$ cat src/rtl/pu_dly_pkg.sv
package pu_dly_pkg;

    // Phase of the delay engine
    typedef enum logic {
        PH_COUNT = 1'b0,
        PH_ON    = 1'b1
    } dly_phase_t;

    // Snapshot of the delay engine handed to the top and the checker
    typedef struct packed {
        dly_phase_t phase;
        logic       restart;
    } dly_ctl_t;

    // Terminal cycle count for a delay in microseconds at a given clock rate
    function automatic longint unsigned term_cycles(
        input longint unsigned clk_hz,
        input longint unsigned delay_us
    );
        longint unsigned n;
        n = (clk_hz * delay_us) / 64'd1_000_000;
        if (n == 0) n = 1;
        return n;
    endfunction

    // Bits needed to hold values 0 .. n-1
    function automatic int unsigned cnt_width(input longint unsigned n);
        int unsigned w;
        w = 1;
        while ((64'd1 << w) < n) w++;
        return w;
    endfunction

endpackage

$ cat src/rtl/pu_dly_sync.sv
module pu_dly_sync #(
    parameter int unsigned STAGES = 2
) (
    input  logic clk,
    input  logic rst,
    input  logic din,
    output logic chg
);
    // STAGES must be at least 2
    localparam int unsigned MSB = STAGES - 1;

    logic [STAGES-1:0] chain_q;
    logic              prev_q;

    // First stage samples the asynchronous input
    always_ff @(posedge clk) begin
        chain_q[0] <= din;
    end

    // Remaining stages; during reset they load the raw level so no false edge follows release
    for (genvar i = 1; i < STAGES; i++) begin : g_stage
        always_ff @(posedge clk) begin
            if (rst) chain_q[i] <= din;
            else     chain_q[i] <= chain_q[i-1];
        end
    end

    always_ff @(posedge clk) begin
        if (rst) prev_q <= din;
        else     prev_q <= chain_q[MSB];
    end

    assign chg = chain_q[MSB] ^ prev_q;

endmodule

$ cat src/rtl/pu_dly_counter.sv
module pu_dly_counter
    import pu_dly_pkg::*;
#(
    parameter int unsigned     CNT_W = 18,
    parameter longint unsigned TERM  = 144000
) (
    input  logic             clk,
    input  logic             rst,
    input  logic             restart,
    output dly_ctl_t         ctl,
    output logic [CNT_W-1:0] cnt_q
);
    localparam logic [CNT_W-1:0] LAST = CNT_W'(TERM - 1);

    dly_phase_t phase_q;

    always_ff @(posedge clk) begin
        if (rst || restart) begin
            phase_q <= PH_COUNT;
            cnt_q   <= '0;
        end else if (phase_q == PH_COUNT) begin
            if (cnt_q == LAST) phase_q <= PH_ON;
            else               cnt_q   <= cnt_q + 1'b1;
        end
    end

    always_comb begin
        ctl.phase   = phase_q;
        ctl.restart = restart;
    end

endmodule

$ cat src/rtl/pu_enable_delay.sv
module pu_enable_delay
    import pu_dly_pkg::*;
#(
    parameter longint unsigned CLK_HZ      = 48_000_000,
    parameter longint unsigned DELAY_US    = 3000,
    parameter int unsigned     SYNC_STAGES = 2
) (
    input  logic clk,
    input  logic sys_rst_n,
    input  logic bus_pwr_sel,
    output logic pu_en
);
    localparam longint unsigned TERM  = term_cycles(CLK_HZ, DELAY_US);
    localparam int unsigned     CNT_W = cnt_width(TERM);

    logic             rst;
    logic             sel_chg;
    dly_ctl_t         dly_ctl;
    logic [CNT_W-1:0] cnt_q;

    assign rst = ~sys_rst_n;

    pu_dly_sync #(
        .STAGES(SYNC_STAGES)
    ) u_sync (
        .clk(clk),
        .rst(rst),
        .din(bus_pwr_sel),
        .chg(sel_chg)
    );

    pu_dly_counter #(
        .CNT_W(CNT_W),
        .TERM (TERM)
    ) u_cnt (
        .clk    (clk),
        .rst    (rst),
        .restart(sel_chg),
        .ctl    (dly_ctl),
        .cnt_q  (cnt_q)
    );

    // Reset gates the enable directly so it drops in the same cycle
    assign pu_en = (dly_ctl.phase == PH_ON) && sys_rst_n;

endmodule

$ cat config.mk
export PLATFORM = sky130hd
export DESIGN_NAME = pu_enable_delay
export DESIGN_NICKNAME = d
export VERILOG_FILES = /design/src/rtl/pu_dly_pkg.sv /design/src/rtl/pu_dly_sync.sv /design/src/rtl/pu_dly_counter.sv /design/src/rtl/pu_enable_delay.sv
export SDC_FILE = /design/constraint.sdc
export NUM_CORES = 1
export LEC_CHECK = 0
export CORE_UTILIZATION = 40
export CTS_CLUSTER_SIZE = 24
export DETAILED_ROUTE_END_ITERATION = 12
export PLACE_DENSITY_LB_ADDON = 0.2
export SLEW_MARGIN = 25
export SYNTH_ARGS = -nofsm -noshare
export SYNTH_HDL_FRONTEND = slang
export SYNTH_HIERARCHICAL = 1
export SYNTH_SLANG_ARGS = --single-unit
$ cat constraint.sdc
create_clock -name clk -period 4.8 [get_ports clk]
set_clock_uncertainty 0.15 [all_clocks]
set_input_delay 0.48 -clock clk [delete_from_list [all_inputs] [get_ports clk]]
set_output_delay 0.48 -clock clk [all_outputs]
set_load 0.02 [all_outputs]
Yosys cells after proc, flatten, opt, wreduce, memory -nomap -nowiden
Cells that the tools add are included.
{"block": "classes", "n_bitwise": 4, "addsub": 1, "mux": 4, "n_reduce_logical": 3, "n_eq_ne": 1}
{"operator": "18-bit by 1-bit adder with 18-bit output, second input constant", "count": 1}
{"operator": "18-bit == test, second input constant", "count": 1}
{"operator": "1-bit two-way mux", "count": 4}
{"operator": "1-bit NOT", "count": 3}
{"operator": "2-bit AND reduction", "count": 1}
{"operator": "1-bit logical AND", "count": 1}
{"operator": "1-bit logical OR", "count": 1}
{"operator": "1-bit XOR", "count": 1}
{"block": "totals", "out_inout_bits": 1, "register_bits": 22, "word_cells": 18}

Logic depth before layout (Yosys ltp)
{"block": "depth", "depth_word": 3, "ltp_mapped": 5}

Modules after synthesis
Netlist, hierarchy kept.
{"mod": "pu_dly_counter", "cells_per_inst": 116, "area_per_inst_um2": 1013.5, "instances": 1}
{"mod": "pu_dly_sync", "cells_per_inst": 6, "area_per_inst_um2": 91.3, "instances": 1}
{"mod": "pu_enable_delay", "cells_per_inst": 2, "area_per_inst_um2": 10.0, "instances": 1}

Worst setup path before layout
No wires, ideal clock.
{"block": "synth_path", "kind": "register -> register", "startpoint": "reg u_cnt.cnt_q[11]", "endpoint": "reg u_cnt.cnt_q[15]", "t_required_ps": 4578, "path_stages_with_launch": 5, "arrival_time_ps": 1768, "path_buffers": 0, "setup_time_ps": 72, "setup_slack_ps": 2811, "period_less_slack_ps": 1989, "cell_sequence": "dfxtp_1 > or4_1 > or4_1 > nand3_1 > mux2i_1"}
{"block": "synth_via", "elab_chain_len": 3, "word_cells_on_any_way": 4, "cone_classes": "add/sub: 1; eq/ne: 1; bitwise: 1; reduce/logical: 1"}
{"item": "start, declared", "line": "pu_dly_counter.sv:11", "text": "output logic [CNT_W-1:0] cnt_q"}
{"item": "start signal, assigned", "line": "pu_dly_counter.sv:23", "text": "else cnt_q <= cnt_q + 1'b1;"}
{"item": "parallel branches: the longest is 3 deep, another holds 18-bit by 1-bit adder with 18-bit output"}
Several ways; the timed one is not identified.
A chain may end at the register's enable or synchronous reset.

Worst setup path after layout
{"block": "layout_path", "startpoint": "in sys_rst_n", "endpoint": "out pu_en"}
{"block": "layout_via", "elab_chain_len": 1}
{"item": "start, declared", "line": "pu_enable_delay.sv:9", "text": "input logic sys_rst_n,"}
{"item": "1-bit logical AND", "line": "pu_enable_delay.sv:44", "text": "assign pu_en = (dly_ctl.phase == PH_ON) && sys_rst_n;"}
{"item": "end, declared", "line": "pu_enable_delay.sv:11", "text": "output logic pu_en"}
No other way between the ends.

==> flow_summary.ini <==
[clock_tree]
clk_path_buf_depth = 2
ctsResizeCount = 0
cts_hold_buf = 0
clk_pin_slew_ns = 0.12
htree_levels = 1
clock_latency_ns = 0.31
cts_tree = built
cts_root_buf = clkbuf_4
clock_sinks = 22
cts_buffers = 3
postCtsSetupRepairBufs = 0

[job]
max_cap_viol_count = 0

[worst_setup_path]
worstPathArrival_ns = 1.67
r2r-end = u_cnt/cnt_q[15]
crit_start = sys_rst_n
reg2reg_slack_ns = 2.66
endpoint = pu_en
crit_type = input pin to primary output
cp_slowest_stage_delay_ns = 0.59
endpoint_kind = primary output
cpMostUsedCell = clkdlybuf4s50_1
crit_path_max_fanout = 2
reg2regPathDepth = 4
cpMaxStageDelayCell = clkdlybuf4s50_1
r2r_start = u_cnt/cnt_q[11]
required_ns = 4.17
critPathLaunchType = input pin
path_cells = clkdlybuf4s50_1, and2_1, clkdlybuf4s50_1

[global_route]
grt_start_max_net_pins = 14
grt_use_total_pct = 17.1
grt_pass1_wl_mm = 3.64
grt_use_met2_pct = 27.3
grt_antenna_before_repair = 0
first_global_vias = 780
busiest_layer = met2
grt_overflow = 0
met3_usage_pct = 5.83
use_met1_pct = 22.6

[routing]
post-route-drc-count = 0
postRouteAntennaNets = 0
drt_first_pass_iters = 4
totalWireLength_mm = 2.20
routedWlPerCell_um = 13.9
first_iter_violations = 21
num_vias = 909
vias_per_cell = 5.75

[pwr]
p_int_uw = 279
powerDensity_nw_per_um2 = 288
pwr-share-comb_pct = 5.8
cellLeakagePower_nw = 0.381
irDropWorstVdd_v = 0.000231
p_seq_share_pct = 54.0
clock_power_share_pct = 40.2
switching_share_pct = 20.5
switchingPower_uw = 71.8

[sta]
grt_setup_unrepaired = no
max_slew_margin_pct = 64.8
final_hold_viol_count = 0
finalCritPeriodShare_pct = 47.8
setup_violations = 0
fin_crit_ns = 2.30
fmax_mhz = 436
tightest_slew_ns = 0.526
maxSlewViolCount = 0
setup-tns-final_ns = 0

[finish]
diodes = 0
syn_to_final_growth_pct = 9.83
drive_above_1_share_pct = 10.2
final_cell_mix = dfxtp_1, nand2_1, nor2_1
fin_nets = 133
mostFrequentLayoutCell = dfxtp_1
fin_util_pct = 47.8

[place]
gp_congestion = 0.772
portBuffers = 3
hpwl_mm = 1.62

[logic_synthesis]
synth_nets = 127
synth_area_um2 = 1110
ys_warn_count = 6
netlist_instances = 123
avgSynthCellArea_um2 = 9.00

[die]
dieArea_um2 = 2980
die_x_um = 54.6
pin_count = 4
core_um2 = 2540
die_height_um = 54.6
start_util_pct = 43.5
placementRows = 18

[hold_path]
hold_class = flop to flop

[outcome]
status = completed
==> layout make-up <==
class	instances	area, µm²
fill	259	1330
clock buffer	3	22.5
tap	30	37.5
inverter	4	15.0
sequential	22	440
clock inverter	1	30.0
timing repair buffer	3	30.0
multi-input combinational	95	641
==> registers in the layout (all words and copies together), names as in the netlist <==
name and flops:
u_sync/chain_q 2, u_cnt/phase_q 1, u_sync/prev_q 1, u_cnt/cnt_q 18
==> power by group through the flow <==
stage | Clock (mW) | Combinational (mW) | Sequential [mW]
4_1_cts | 0.146 | 0.0207 | 0.189
2_1_floorplan | 0 | 0.0147 | 0.192
3_5_place_dp | 0 | 0.0206 | 0.193
5_1_grt | 0.153 | 0.0236 | 0.190
6_report | 0.141 | 0.0204 | 0.189
3_3_place_gp | 0 | 0.0200 | 0.193
==> stage by stage <==
stage / cell area (µm²) / cells / worst slack [ns] / hold WS, ns / power [mW]
final: 1220 / 158 / 2.50 / 0.328 / 0.350
after CTS: 1220 / 158 / 2.50 / 0.333 / 0.356
after global placement: 1160 / 154 / 2.52 / 0.292 / 0.213
after floorplan: 1110 / 123 / 2.81 / 0.284 / 0.207
after global routing: 1220 / 158 / 2.48 / 0.362 / 0.366
after detailed placement: 1160 / 154 / 2.50 / 0.297 / 0.214
==> worst max-delay path, delay by kind of cell <==
kind	cells	cell delay (ns)
buf+inv	2	1.06
simple gates	1	0.12
==> how the worst min path moves through the flow <==
stage,from,to,slack (ns),cells after the start
2_1_floorplan,u_sync/chain_q[0],u_sync/chain_q[1],0.28,1
3_3_place_gp,u_sync/chain_q[0],u_sync/chain_q[1],0.29,1
3_5_place_dp,u_sync/chain_q[0],u_sync/chain_q[1],0.30,1
4_1_cts,u_sync/chain_q[0],u_sync/chain_q[1],0.33,1
5_1_grt,u_cnt/cnt_q[14],u_cnt/cnt_q[14],0.36,2
6_report,u_sync/chain_q[0],u_sync/chain_q[1],0.33,1
==> layer usage <==
layer / vias to the layer above / routed length, µm
met5: - / 0
li1: 462 / -
met3: 2 / 69
met4: 0 / 10
met1: 429 / 1080
met2: 16 / 1040
No activity file was read; power rests on OpenSTA's default activity.
